==> src/rtl/i2c_addr_seq_pkg.sv <==
`timescale 1ns/1ps
// Shared encodings for the address phase sequencer.
// Assumes: status and opcode values are also decoded by the requester and the byte engine.
package i2c_addr_seq_pkg;

    typedef enum logic [1:0] {
        ST_OK      = 2'd0,
        ST_INVALID = 2'd1,
        ST_NACK    = 2'd2,
        ST_BUS_ERR = 2'd3
    } seq_status_t;

    typedef enum logic [1:0] {
        OP_START = 2'd0,
        OP_WRITE = 2'd1,
        OP_STOP  = 2'd2,
        OP_READ  = 2'd3
    } eng_op_t;

    typedef enum logic [2:0] {
        S_IDLE    = 3'd0,
        S_CHECK   = 3'd1,
        S_START   = 3'd2,
        S_SEND_HI = 3'd3,
        S_SEND_LO = 3'd4,
        S_DONE    = 3'd5
    } seq_state_t;

endpackage

==> src/rtl/i2c_addr_classify.sv <==
`timescale 1ns/1ps
// Address classifier: decides legality and mode and builds the address bytes.
// Assumes: purely combinational; the address is held stable by the caller.
module i2c_addr_classify #(
    parameter int REQ_W      = 11,
    parameter int BYTE_W     = 8,
    parameter int LONG_BITS  = 10,
    parameter int SHORT_BITS = 7
) (
    input  logic [REQ_W-1:0]  addr,
    input  logic              rw,
    output logic              invalid,
    output logic              ten_bit,
    output logic [BYTE_W-1:0] hi_byte,
    output logic [BYTE_W-1:0] lo_byte
);

    localparam int               WORD_W     = 2 * BYTE_W;
    localparam logic [REQ_W-1:0] SHORT_LIM  = REQ_W'(1) << SHORT_BITS;
    localparam logic [REQ_W-1:0] LONG_LIM   = REQ_W'(1) << LONG_BITS;
    localparam logic [REQ_W-1:0] CLASH_MASK = REQ_W'(8'h78);
    localparam logic [WORD_W-1:0] PREFIX    = WORD_W'(16'hF000);

    logic              is_short;
    logic              too_big;
    logic              clash;
    logic [WORD_W-1:0] word;

    // Classify the address range and the prefix-pattern collision.
    always_comb begin
        is_short = addr < SHORT_LIM;
        too_big  = addr >= LONG_LIM;
        clash    = is_short && ((addr & CLASH_MASK) == CLASH_MASK);
        invalid  = too_big || clash;
        ten_bit  = !is_short && !too_big;
    end

    // Build the 16-bit address word; the low byte doubles as the 7-bit byte.
    always_comb begin
        word    = PREFIX | (WORD_W'(addr) << 1) | WORD_W'(rw);
        hi_byte = word[WORD_W-1:BYTE_W];
        lo_byte = word[BYTE_W-1:0];
    end

endmodule

==> src/rtl/i2c_addr_seq_fsm.sv <==
`timescale 1ns/1ps
// Sequencer state machine: accepts a request, commands START and the address bytes, reports status.
// Assumes: the engine raises eng_done for one cycle, at least one cycle after cmd_valid.
module i2c_addr_seq_fsm
    import i2c_addr_seq_pkg::*;
#(
    parameter int REQ_W  = 11,
    parameter int BYTE_W = 8
) (
    input  logic              clk,
    input  logic              rst_n,
    input  logic              req_valid,
    output logic              req_ready,
    input  logic [REQ_W-1:0]  req_addr,
    input  logic              req_rw,
    output logic [REQ_W-1:0]  addr_q,
    output logic              rw_q,
    input  logic              cls_invalid,
    input  logic              cls_ten,
    input  logic [BYTE_W-1:0] cls_hi,
    input  logic [BYTE_W-1:0] cls_lo,
    output logic              cmd_valid,
    output logic [1:0]        cmd_op,
    output logic [BYTE_W-1:0] cmd_byte,
    input  logic              eng_done,
    input  logic              eng_ack,
    input  logic              eng_err,
    output logic              rsp_done,
    output logic [1:0]        rsp_status
);

    seq_state_t  state, state_d;
    seq_status_t status_q, status_d;
    logic        issued;
    logic        step_done;

    assign step_done = issued && eng_done;

    // Choose the next state and the result code.
    always_comb begin
        state_d  = state;
        status_d = status_q;
        case (state)
            S_IDLE: begin
                if (req_valid) begin
                    state_d  = S_CHECK;
                    status_d = ST_OK;
                end
            end
            S_CHECK: begin
                if (cls_invalid) begin
                    state_d  = S_DONE;
                    status_d = ST_INVALID;
                end else begin
                    state_d = S_START;
                end
            end
            S_START: begin
                if (step_done) begin
                    if (eng_err) begin
                        state_d  = S_DONE;
                        status_d = ST_BUS_ERR;
                    end else begin
                        state_d = S_SEND_HI;
                    end
                end
            end
            S_SEND_HI: begin
                if (step_done) begin
                    state_d = S_DONE;
                    if (eng_err)       status_d = ST_BUS_ERR;
                    else if (!eng_ack) status_d = ST_NACK;
                    else if (cls_ten)  state_d  = S_SEND_LO;
                    else               status_d = ST_OK;
                end
            end
            S_SEND_LO: begin
                if (step_done) begin
                    state_d = S_DONE;
                    if (eng_err)       status_d = ST_BUS_ERR;
                    else if (!eng_ack) status_d = ST_NACK;
                    else               status_d = ST_OK;
                end
            end
            S_DONE:  state_d = S_IDLE;
            default: state_d = S_IDLE;
        endcase
    end

    // Hold state, result and the captured request.
    always_ff @(posedge clk) begin
        if (!rst_n) begin
            state    <= S_IDLE;
            status_q <= ST_OK;
            addr_q   <= '0;
            rw_q     <= 1'b0;
        end else begin
            state    <= state_d;
            status_q <= status_d;
            if (state == S_IDLE && req_valid) begin
                addr_q <= req_addr;
                rw_q   <= req_rw;
            end
        end
    end

    // Remember that the current step's command has gone out.
    always_ff @(posedge clk) begin
        if (!rst_n)                issued <= 1'b0;
        else if (state_d != state) issued <= 1'b0;
        else if (cmd_valid)        issued <= 1'b1;
    end

    // Drive the engine command and the requester handshake.
    always_comb begin
        req_ready  = (state == S_IDLE);
        cmd_valid  = (state == S_START || state == S_SEND_HI || state == S_SEND_LO) && !issued;
        cmd_op     = (state == S_START) ? OP_START : OP_WRITE;
        cmd_byte   = (state == S_SEND_HI && cls_ten) ? cls_hi : cls_lo;
        rsp_done   = (state == S_DONE);
        rsp_status = status_q;
    end

    // the result is a single-cycle pulse
    p_done_pulse_r11: assert property (@(posedge clk) disable iff (!rst_n)
        rsp_done |=> !rsp_done);

    // never ready while reporting
    p_busy_not_ready_r11: assert property (@(posedge clk) disable iff (!rst_n)
        rsp_done |-> !req_ready);

    // a command strobe never lasts two cycles
    p_single_cmd_r12: assert property (@(posedge clk) disable iff (!rst_n)
        cmd_valid |=> !cmd_valid);

    // no STOP is ever commanded
    p_no_stop_r8: assert property (@(posedge clk) disable iff (!rst_n)
        cmd_valid |-> cmd_op != OP_STOP);

    // a 10-bit first byte carries the prefix pattern
    p_prefix_r6: assert property (@(posedge clk) disable iff (!rst_n)
        (cmd_valid && state == S_SEND_HI && cls_ten) |-> cmd_byte[BYTE_W-1:BYTE_W-5] == 5'b11110);

    // an unacknowledged first byte ends the sequence as NACK
    p_nack_stops_r7: assert property (@(posedge clk) disable iff (!rst_n)
        (state == S_SEND_HI && step_done && !eng_err && !eng_ack) |=> (rsp_done && rsp_status == ST_NACK));

    // an illegal address goes straight to the result
    p_invalid_r2: assert property (@(posedge clk) disable iff (!rst_n)
        (state == S_CHECK && cls_invalid) |=> (rsp_done && rsp_status == ST_INVALID));

endmodule

==> src/rtl/i2c_addr_seq.sv <==
`timescale 1ns/1ps
// Top of the address phase sequencer: joins the classifier and the state machine.
// Assumes: one byte engine, one request in flight.
module i2c_addr_seq #(
    parameter int REQ_W  = 11,
    parameter int BYTE_W = 8
) (
    input  logic              clk,
    input  logic              rst_n,
    input  logic              req_valid,
    output logic              req_ready,
    input  logic [REQ_W-1:0]  req_addr,
    input  logic              req_rw,
    output logic              cmd_valid,
    output logic [1:0]        cmd_op,
    output logic [BYTE_W-1:0] cmd_byte,
    input  logic              eng_done,
    input  logic              eng_ack,
    input  logic              eng_err,
    output logic              rsp_done,
    output logic [1:0]        rsp_status
);

    logic [REQ_W-1:0]  addr_q;
    logic              rw_q;
    logic              cls_invalid;
    logic              cls_ten;
    logic [BYTE_W-1:0] cls_hi;
    logic [BYTE_W-1:0] cls_lo;

    i2c_addr_classify #(
        .REQ_W  (REQ_W),
        .BYTE_W (BYTE_W)
    ) u_classify (
        .addr    (addr_q),
        .rw      (rw_q),
        .invalid (cls_invalid),
        .ten_bit (cls_ten),
        .hi_byte (cls_hi),
        .lo_byte (cls_lo)
    );

    i2c_addr_seq_fsm #(
        .REQ_W  (REQ_W),
        .BYTE_W (BYTE_W)
    ) u_fsm (
        .clk         (clk),
        .rst_n       (rst_n),
        .req_valid   (req_valid),
        .req_ready   (req_ready),
        .req_addr    (req_addr),
        .req_rw      (req_rw),
        .addr_q      (addr_q),
        .rw_q        (rw_q),
        .cls_invalid (cls_invalid),
        .cls_ten     (cls_ten),
        .cls_hi      (cls_hi),
        .cls_lo      (cls_lo),
        .cmd_valid   (cmd_valid),
        .cmd_op      (cmd_op),
        .cmd_byte    (cmd_byte),
        .eng_done    (eng_done),
        .eng_ack     (eng_ack),
        .eng_err     (eng_err),
        .rsp_done    (rsp_done),
        .rsp_status  (rsp_status)
    );

endmodule

==> config.mk <==
export PLATFORM = sky130hd
export DESIGN_NAME = i2c_addr_seq
export DESIGN_NICKNAME = d
export VERILOG_FILES = /design/src/rtl/i2c_addr_seq_pkg.sv /design/src/rtl/i2c_addr_classify.sv /design/src/rtl/i2c_addr_seq_fsm.sv /design/src/rtl/i2c_addr_seq.sv
export SDC_FILE = /design/constraint.sdc
export NUM_CORES = 1
export LEC_CHECK = 0
export BUFFER_PORTS_ARGS = -buffer_cell sky130_fd_sc_hd__buf_4
export CORE_MARGIN = 2
export CORE_UTILIZATION = 49
export CTS_CLUSTER_SIZE = 30
export DETAILED_ROUTE_END_ITERATION = 16
export PLACE_DENSITY = 0.87
export SKIP_LAST_GASP = 1
export SYNTH_ARGS = -nofsm -noshare
export SYNTH_HDL_FRONTEND = slang
export SYNTH_SLANG_ARGS = --single-unit
==> constraint.sdc <==
create_clock -name clk -period 2.2 [get_ports clk]
set_clock_uncertainty 0.2 [all_clocks]
set_input_delay 0.11 -clock clk [delete_from_list [all_inputs] [get_ports clk]]
set_output_delay 0.11 -clock clk [all_outputs]
set_load 0.005 [all_outputs]
==> metrics.txt, run 1 <==
outcome finished, final reports clean; worst path bufs/invs 2; Sw Share 0.324; final core utilization 0.727; via count 1110; largest family of logic cells by synthesized area simple AND/OR/NAND/NOR gates; Fin Setup TNS 0 ns; Setup crit start kind flop; net load switching power 0.280 mW; initial antenna violation count 0; Synth Flop Type dfxtp_1; max-capacitance violation count 0; Synth Area in Compound Gates 0.247; FILL cells 143; Crit path max-delay family simple AND/OR/NAND/NOR gates; clock latency at the later pin of the worst-skew pair 0.29 ns; most frequent cell after synthesis nand2_1; clock share of power 0.187; Synth Area in Adders 0; CTS Sinks 18; Crit Path Category reg2out; P_int 0.585 mW; first-pass GRT wire length 4810 um; die height 49.2 um; Core Footprint 1940 um2; Max Clk Rate between 400 and 500 MHz; Net Count, Synth 154; chip width 49.2 um; combinational share of power 0.355; fin crit share 0.951; Critical Path Sink Type primary output; YS warnings 0; Ant. Diodes 0; crit-path max FO 6; simple-gate area share of the yosys netlist 0.302; clock-pin slew on the worst setup and hold paths ~0.10 ns; number of CTS-inserted buffers 3; DIE AREA 2420 um2; Total Routing Usage GR 0.253; most used cell, CP buf_4; Final GP Congestion 0.889; largest cells by area after synthesis dfxtp_1 (36%), nand2_1 (13%), a21boi_0 (9.0%); DR vias/cell 5.39; Slew headroom 0.464; Final Setup Violations 0; Min-Delay Path Class in2reg; final hold violation count 0; EDFF count, synth 0; Root Buffer clkbuf_4; DR WL/cell about 13 um; Peak VDD IR approximately 0.44 mV; r2r startpoint u_fsm.addr_q[7]; mux cell area share after synthesis 0.0338; Detailed Place HPWL about 1800 um; Async S/R FF share, synth 0; H-tree depth 1; sequential power share 0.458; area leader, netlist dfxtp_1; power density cells 613 nW/um2; max incr delay on CP 0.41 ns; post-synthesis area per instance approximately 7.4 um2; RSZ-0062 raised after global routing false; DR iter-0 viols 18; critical path, cell by cell or3_4, nand4b_1, buf_4, mux2_2, buf_4; post-synthesis sequential area ratio 0.360; Critical Path RT 1.89 ns; Slowest-stage cell, CP or3_4; Clock Path Buffers 2; minimum clock period 2.09 ns; post-synth design cell area between 900 and 1000 um2; CP Data Arrival Time 1.78 ns; share of cells above drive strength 1 0.251; DRC 0; Nets 199; FF+latch count, synth 18; largest net degree at the start of global routing 19; Initial Utilization 0.515; Netlist cell types 31; Hold Path Origin eng_err; Syn Inst Count 136; Slew @ Worst Pin 0.802 ns; # rows 16; # port buffers 31; Area Growth Syn to Fin 41.3%; leak pwr 0.625 nW; final WL 2750 um; final slew viol count 0; drt pass-1 iters 4; IO Count 33; synth cell count leaders nand2_1 (35), dfxtp_1 (18), a21boi_0 (12), nor2_1 (10), a21oi_1 (7); XOR/XNOR share of the synthesized area 0; vias in the first global route between 1k and 1.5k; top-area cell type share of the netlist area 0.360; DRT antenna net count 0; CP Launch Point u_fsm.addr_q[7]; total grt overflow 0; CTS tree done
==> cell families after synthesis <==
family / Yosys count
DFF: 18
and+or+nand+nor: 65
muxes: 3
AOI/OAI and AO/OA: 37
buffers and inverters: 12
other: 1
==> cells in the final DEF, fill, tap and decap left out, types with 4 or more instances in the layout <==
| cell | n |
|---|---|
| nand2_1 | 35 |
| buf_4 | 35 |
| dfxtp_1 | 16 |
| dlygate4sd3_1 | 13 |
| a21boi_0 | 12 |
| nor2_1 | 10 |
| a21oi_1 | 7 |
| nand2b_1 | 6 |
| a31oi_1 | 5 |
| inv_1 | 4 |
| o21ai_0 | 4 |
==> worst paths after layout <==
path,endpoint,slack [ns],cells past startpoint
max reg2reg,u_fsm.rsp_status[1],0.29,5
min reg2reg,u_fsm.rw_q,0.27,2
max,cmd_byte[2],0.11,5
min,u_fsm.state[0],0.03,5
==> layout make-up <==
class / instances / area [um2] / share of cell area
multi-input cells: 106 / 586 / 0.415
clock buffers: 3 / 22.5 / 0.0159
flip-flops and latches: 18 / 363 / 0.257
repair buffers: 48 / 393 / 0.278
well taps: 27 / 33.8 / 0.0239
inverters: 4 / 15.0 / 0.0106
==> registers in the layout, summed over array words and instances (netlist names) <==
register / cells
u_fsm.rsp_status: 2
u_fsm.state: 3
u_fsm.addr_q: 11
u_fsm.issued: 1
u_fsm.rw_q: 1
==> power by group through the flow <==
stage | Clock (mW) | Sequential [mW] | Combinational (mW)
2_1_floorplan | 0 | 0.390 | 0.180
3_5_place_dp | 0 | 0.402 | 0.284
6_report | 0.162 | 0.397 | 0.307
5_1_grt | 0.175 | 0.402 | 0.342
3_3_place_gp | 0 | 0.400 | 0.278
4_1_cts | 0.167 | 0.395 | 0.304
==> layer usage <==
layer  GRT usage  wire length (um)  share of wire
met1       0.331              1130           0.41
met2       0.423              1410           0.51
met3      0.0399               144          0.052
met4      0.0810                54          0.020
met5           0                 0              0
==> worst reg2reg max path: stages (launching register included) <==
cell     delay (ns)
dfxtp_1        0.34
or3_4          0.41
o21ai_1        0.26
a21oi_1        0.13
or3_1          0.35
o211a_1        0.13
==> repair_timing <==
| action | 4_1_cts | 5_1_grt |
|---|---|---|
| endpoints found under the hold margin | 18 | 0 |
| gates resized for setup | 0 | 2 |
| hold buffers | 13 | 0 |
| pin swaps | 1 | 1 |
| gates cloned | 0 | 0 |
| setup endpoints to repair | 3 | 3 |
| setup buffers | 2 | 0 |
==> per-stage QoR <==
stage / instances / power [mW] / instance area, um2 / setup slack [ns] / hold WS [ns]
after floorplan: 136 / 0.570 / 1000 / 0.435 / 0.0549
after global placement: 188 / 0.678 / 1240 / 0.309 / 0.171
after detailed placement: 188 / 0.687 / 1240 / 0.266 / 0.179
after CTS: 206 / 0.867 / 1410 / 0.109 / 0.0313
after global routing: 206 / 0.920 / 1410 / 0.00789 / 0.0892
final: 206 / 0.866 / 1410 / 0.107 / 0.0349
Note: power is estimated with default switching activity, not from simulation.
==> run 2: changes to the inputs <==
--- a/config.mk
+++ b/config.mk
@@ -7,10 +7,11 @@
 export LEC_CHECK = 0
 export BUFFER_PORTS_ARGS = -buffer_cell sky130_fd_sc_hd__buf_4
 export CORE_MARGIN = 2
-export CORE_UTILIZATION = 49
+export CORE_UTILIZATION = 40
 export CTS_CLUSTER_SIZE = 30
 export DETAILED_ROUTE_END_ITERATION = 16
-export PLACE_DENSITY = 0.87
+export PLACE_DENSITY = 0.75
+export REMOVE_ABC_BUFFERS = 1
 export SKIP_LAST_GASP = 1
 export SYNTH_ARGS = -nofsm -noshare
 export SYNTH_HDL_FRONTEND = slang
==> run 2 against run 1 <==
Net effect:
- sequential cell count is the same
- via count shrank 1.4%
- non-clock buffer count shrank 1
- sequential power is essentially flat
- global-route usage shrank 5.5 points
- clock power grew 27%
- register-to-register slack is essentially flat
- setup slack lost 0.012 ns
- critical endpoint unchanged
- fmax shrank 0.58%
- total power grew 4.3%
- routed wire length shrank 6.6%
- first-iteration DRC count shrank 5.6%
==> metrics.txt, run 2 (synthesized netlist as in run 1, its figures left out) <==
drt pass-1 iters 4 (unchanged); FILL cells 229 (+60%); Setup crit start kind flop; CTS Sinks 18 (unchanged); Slowest-stage cell, CP or3_4; Total Routing Usage GR 0.198 (-0.0552); final WL 2570 um (-6.6%); reg2reg end u_fsm.addr_q[7]; DR WL/cell 12.3 um (-7.9%); commonest non-fill, non-tap cell in the layout nand2_1; total grt overflow 0 (unchanged); via count 1095 (-1.4%); r2r setup slk 0.29 ns (about the same); most frequent cells in the layout nand2_1 (35), buf_4 (34), dfxtp_1 (17); worst reg-to-reg path cell count 4 (-1); # port buffers 31 (unchanged); Crit path max-delay family simple AND/OR/NAND/NOR gates; Min-Delay Path Class in2reg; sequential power share 0.439 (-0.019); CTS tree done; max-capacitance violation count 0 (unchanged); Sw Share 0.312 (-0.0121); Slew @ Worst Pin 0.791 ns (-0.0106 ns); DR iter-0 viols 17 (-1); fin cells 209 (+1.5%); leak pwr 0.628 nW (+0.40%); chip width 54.0 um (+9.8%); Fin Setup TNS 0 ns (unchanged); Final GP Congestion 0.882 (-0.77%); CP Launch Point u_fsm.addr_q[7]; DR vias/cell 5.24 (-2.8%); fin crit share 0.957 (+0.00552); IO Count 33 (unchanged); Ant. Diodes 0 (unchanged); clock share of power 0.227 (+0.040); DRT antenna net count 0 (unchanged); largest net degree at the start of global routing 19 (unchanged); DRC 0 (unchanged); outcome finished, final reports clean; crit-path max FO 5 (-1); Largest register FFs 11 (unchanged); Core Footprint 2430 um2 (+25%); Detailed Place HPWL 1800 um (about the same); crit path capture cmd_byte[2]; die height 54.0 um (+9.8%); combinational share of power 0.334 (-0.021); Area Growth Syn to Fin 42.2%; P_int 0.622 mW (+6.2%); final hold violation count 0 (unchanged); # rows 18 (+2); Initial Utilization 0.411 (-0.104); Nets 198 (-0.50%); minimum clock period 2.10 ns (+0.0122 ns); max incr delay on CP 0.42 ns (about the same); number of CTS-inserted buffers 3 (unchanged); Placed Cells incl. Taps 191 (+1.6%); Slew headroom 0.471 (+0.00709); largest reg by FF count u_fsm.addr_q; Final Setup Violations 0 (unchanged); H-tree depth 1 (unchanged); share of cells above drive strength 1 0.246 (-0.00559); Peak VDD IR 0.436 mV (+0.29%); net load switching power 0.282 mW (+0.46%); vias in the first global route 957 (-8.4%); critical path, cell by cell or3_4, nand4b_1, mux2_2, buf_4; CP Data Arrival Time 1.79 ns (about the same); clock latency at the later pin of the worst-skew pair 0.29 ns (about the same); final slew viol count 0 (unchanged); Root Buffer clkbuf_4; DIE AREA 2910 um2 (+21%); Critical Path RT 1.89 ns (about the same); RSZ-0062 raised after global routing false; initial antenna violation count 0 (unchanged); power density cells 636 nW/um2 (+3.7%); worst path bufs/invs 1 (-1); Critical Path Sink Type primary output; first-pass GRT wire length 4180 um (-13%); Max Clk Rate 475 MHz (-0.58%); Clock Path Buffers 2 (unchanged); clock-pin slew on the worst setup and hold paths 0.10 ns (about the same); Crit Path Category reg2out; r2r startpoint u_fsm.state[2]; WP depth 4 (-1)
## run 2: changes by cell type in the layout (fill, tap and decap cells not counted)
cell,delta
clkbuf_8,+1
buf_4,-1
dfxtp_1,+1
dfxtp_2,-1
## run 2: power groups by stage
stage	Clock, mW	Sequential (mW)	Combinational (mW)
after floorplan	0	0.400	0.157
after global placement	0	0.401	0.279
after detailed placement	0	0.403	0.283
after CTS	0.211	0.395	0.303
after global routing	0.229	0.402	0.339
final	0.205	0.397	0.302
## run 2: worst min-delay path by stage
stage | slack, ns | start | cells past startpoint | to
after floorplan | 0.03 | rst_n | 2 | u_fsm.issued
after global placement | 0.17 | req_addr[6] | 3 | u_fsm.addr_q[6]
after detailed placement | 0.18 | req_addr[1] | 3 | u_fsm.addr_q[1]
after CTS | 0.03 | eng_err | 5 | u_fsm.state[0]
after global routing | 0.04 | eng_err | 5 | u_fsm.state[0]
final | 0.04 | eng_err | 5 | u_fsm.state[0]
## run 2: worst register-to-register path: stages, from the launching register on
cell and delay, ns:
dfxtp_1 0.45, nand2b_1 0.25, nor2_1 0.62, nand2_1 0.13
a21boi_0 0.19
## run 2: layout make-up
| type | instances | area, um2 | area share |
|---|---|---|---|
| Timing Repair Buffer | 47 | 385 | 0.271 |
| Inverter | 4 | 15.0 | 0.0106 |
| Clock buffer | 4 | 36.3 | 0.0255 |
| Multi-Input combinational cell | 106 | 586 | 0.412 |
| Tap cell | 30 | 37.5 | 0.0264 |
| Sequential cell | 18 | 362 | 0.254 |
## run 2: repair_timing
| action | CTS | global route |
|---|---|---|
| pin swaps | 1 | 0 |
| setup endpoints to repair | 3 | 5 |
| gates resized for setup | 0 | 1 |
| buffers inserted | 1 | 0 |
| endpoints found under the hold margin | 18 | 0 |
| hold buffers | 13 | 0 |
## run 2: per-layer routing
metal,share of wire,vias up,GRT usage
li1,-,550,-
met1,0.45,507,0.249
met2,0.49,35,0.341
met3,0.047,3,0.0333
met4,0.0090,0,0.0625
met5,0,-,0
## run 2: metrics by stage
stage,hold WS [ns],setup WS [ns],area (um2),total power [mW],utilization
global route,0.0409,0.00101,1420,0.970,0.584
floorplan,0.0261,0.374,961,0.557,-
CTS,0.0303,0.0744,1420,0.910,0.584
detailed placement,0.180,0.256,1250,0.686,0.512
global placement,0.171,0.328,1250,0.680,0.512
finish,0.0413,0.0950,1420,0.903,0.584
==> run 3: changes to the inputs <==
--- a/config.mk
+++ b/config.mk
@@ -5,7 +5,7 @@
 export SDC_FILE = /design/constraint.sdc
 export NUM_CORES = 1
 export LEC_CHECK = 0
-export BUFFER_PORTS_ARGS = -buffer_cell sky130_fd_sc_hd__buf_4
+export BUFFER_PORTS_ARGS = -buffer_cell sky130_fd_sc_hd__buf_2
 export CORE_MARGIN = 2
 export CORE_UTILIZATION = 40
 export CTS_CLUSTER_SIZE = 30
==> run 3 against run 2 <==
Net effect:
- worst hold slack improved by 0.026 ns
- routed wire length is 3.2% higher
- total power down 2.1%
- via count increased by 0.46%
- setup slack improved by 0.0015 ns
- first-iteration DRC count up 41%
- combinational power is 8.6% lower
- highest routed layer unchanged
- core utilization shrank 2.8 points
==> metrics.txt, run 3 (synthesized netlist as in run 1, its figures left out) <==
outcome finished, final reports clean; fin crit share 0.956 (about the same); Ant. Diodes 0 (unchanged); Multi-input gate area 588 um2 (+0.43%); Total Routing Usage GR 0.203 (+0.00532); largest reg by FF count u_fsm.addr_q; critical path, cell by cell or3_4, nand4b_1, buf_4, mux2_2, buf_2; reg2reg end u_fsm.rsp_status[1]; max-capacitance violation count 0 (unchanged); power density cells 654 nW/um2 (+2.9%); Slowest-stage cell, CP or3_4; DR vias/cell 5.24 (about the same); DRC 0 (unchanged); leak pwr 0.613 nW (-2.4%); final slew viol count 0 (unchanged); clock-pin slew on the worst setup and hold paths 0.10 ns (about the same); chip width 54.0 um (unchanged); placed cell area 1170 um2 (-6.2%); r2r setup slk 0.27 ns (-0.02 ns); RSZ-0062 raised after global routing false; Root Buffer clkbuf_4; Initial Utilization 0.411 (unchanged); first-pass GRT wire length 4240 um (+1.5%); Slew headroom 0.655 (+0.185); drt pass-1 iters 4 (unchanged); WHS Path Cells 4 (-1); FILL cells 245 (+7.0%); CP Data Arrival Time 1.79 ns (about the same); Critical Path Sink Type primary output; Setup crit start kind flop; Detailed Place HPWL 1740 um (-3.0%); DR WL/cell 12.6 um (+2.7%); initial antenna violation count 0 (unchanged); Fin Setup TNS 0 ns (unchanged); worst hold endpoint u_fsm.issued; final design area excluding fillers 1350 um2 (-4.8%); Critical Path RT 1.89 ns (about the same); most frequent cells in the layout nand2_1 (35), buf_2 (31), dfxtp_1 (18); worst reg-to-reg path cell count 5 (+1); Hold Path Origin eng_done; via count 1100 (+0.46%); final hold violation count 0 (unchanged); # rows 18 (unchanged); final WL 2650 um (+3.2%); commonest non-fill, non-tap cell in the layout nand2_1; Final Setup Violations 0 (unchanged); largest net degree at the start of global routing 19 (unchanged); Slew @ Worst Pin 0.516 ns (-0.275 ns); Min-Delay Path Class in2reg; DIE AREA 2910 um2 (unchanged); Final GP Congestion 0.863 (-2.2%); clock latency at the later pin of the worst-skew pair 0.31 ns (+0.02 ns); Largest register FFs 11 (unchanged); minimum clock period 2.10 ns (-0.00148 ns); # port buffers 31 (unchanged); H-tree depth 1 (unchanged); r2r startpoint u_fsm.addr_q[7]; DRT antenna net count 0 (unchanged); crit-path max FO 5 (unchanged); CP Launch Point u_fsm.addr_q[7]; Hold WS 0.0677 ns (+0.0264 ns); total grt overflow 0 (unchanged); DR iter-0 viols 24 (+7); CTS tree done; Peak VDD IR 0.420 mV (-3.8%); CTS Sinks 18 (unchanged); vias in the first global route 999 (+4.4%); Crit Path Category reg2out; Core Footprint 2430 um2 (unchanged); share of cells above drive strength 1 0.250 (+0.00419); Register Area 360 um2 (-0.35%); Max Clk Rate 475 MHz (about the same); die height 54.0 um (unchanged); Clock Path Buffers 2 (unchanged); max incr delay on CP 0.42 ns (about the same); IO Count 33 (unchanged); number of CTS-inserted buffers 3 (unchanged); Area Growth Syn to Fin 35.3%; Nets 199 (+0.51%)
==> run 3: cell types whose count changed in the layout (fill, tap and decap cells not counted) <==
cell / previous run / this run
buf_4: 34 / 4
buf_2: 0 / 31
nor2_2: 0 / 1
dfxtp_1: 17 / 18
dfxtp_2: 1 / 0
nor2_1: 10 / 9
==> run 3: layout make-up <==
cell class                 instances  area share
multi-input combinational        106       0.435
sequential                        18       0.266
timing repair buffer              48       0.233
tap                               30      0.0278
clock buffer                       4      0.0268
inverter                           4      0.0111
==> run 3: worst max-delay path by stage <==
stage / depth (start not counted) / slack (ns) / endpoint
after detailed placement: 5 / 0.24 / u_fsm.addr_q[0]
after global placement: 5 / 0.33 / u_fsm.rsp_status[1]
after CTS: 5 / 0.11 / cmd_byte[0]
after global routing: 5 / 0.02 / cmd_byte[2]
after floorplan: 3 / 0.37 / cmd_byte[0]
final: 5 / 0.1 / cmd_byte[0]
==> run 3: stage by stage <==
| step | utilization | total power, mW | setup WS, ns | cells |
|---|---|---|---|---|
| after CTS | 0.555 | 0.885 | 0.108 | 210 |
| after global routing | 0.556 | 0.941 | 0.0205 | 210 |
| after global placement | 0.480 | 0.652 | 0.326 | 191 |
| final | 0.556 | 0.884 | 0.0965 | 210 |
| after floorplan | - | 0.557 | 0.374 | 128 |
| after detailed placement | 0.480 | 0.660 | 0.238 | 191 |
==> run 3: per-layer routing <==
layer,routed length [um],GRT usage,vias to the layer above
met5,0,0,-
met4,26,0.0750,0
met3,166,0.0361,4
met2,1300,0.354,41
met1,1160,0.247,499
li1,-,-,556
==> run 3: critical path: cells and delay by family, from the launching register on <==
kind	cells	cell delay (ns)
AND/OR/NAND/NOR	2	0.54
flip-flops	1	0.34
multiplexers	1	0.33
buffers and inverters	2	0.28
==> run 3: report_power, final <==
| group | switching, mW | total, mW | internal, mW |
|---|---|---|---|
| Combinational | 0.144 | 0.276 | 0.132 |
| Sequential | 0.0351 | 0.398 | 0.363 |
| Clock | 0.109 | 0.210 | 0.101 |
| Total | 0.288 | 0.884 | 0.597 |
==> run 3: repair_timing <==
item                       4_1_cts  5_1_grt
hold buffers                    13        0
cloned                           0        0
resized for setup                0        1
hold endpoints to repair        17        0
buffers inserted                 2        0
setup endpoints to repair        3        1
pin swaps                        1        0
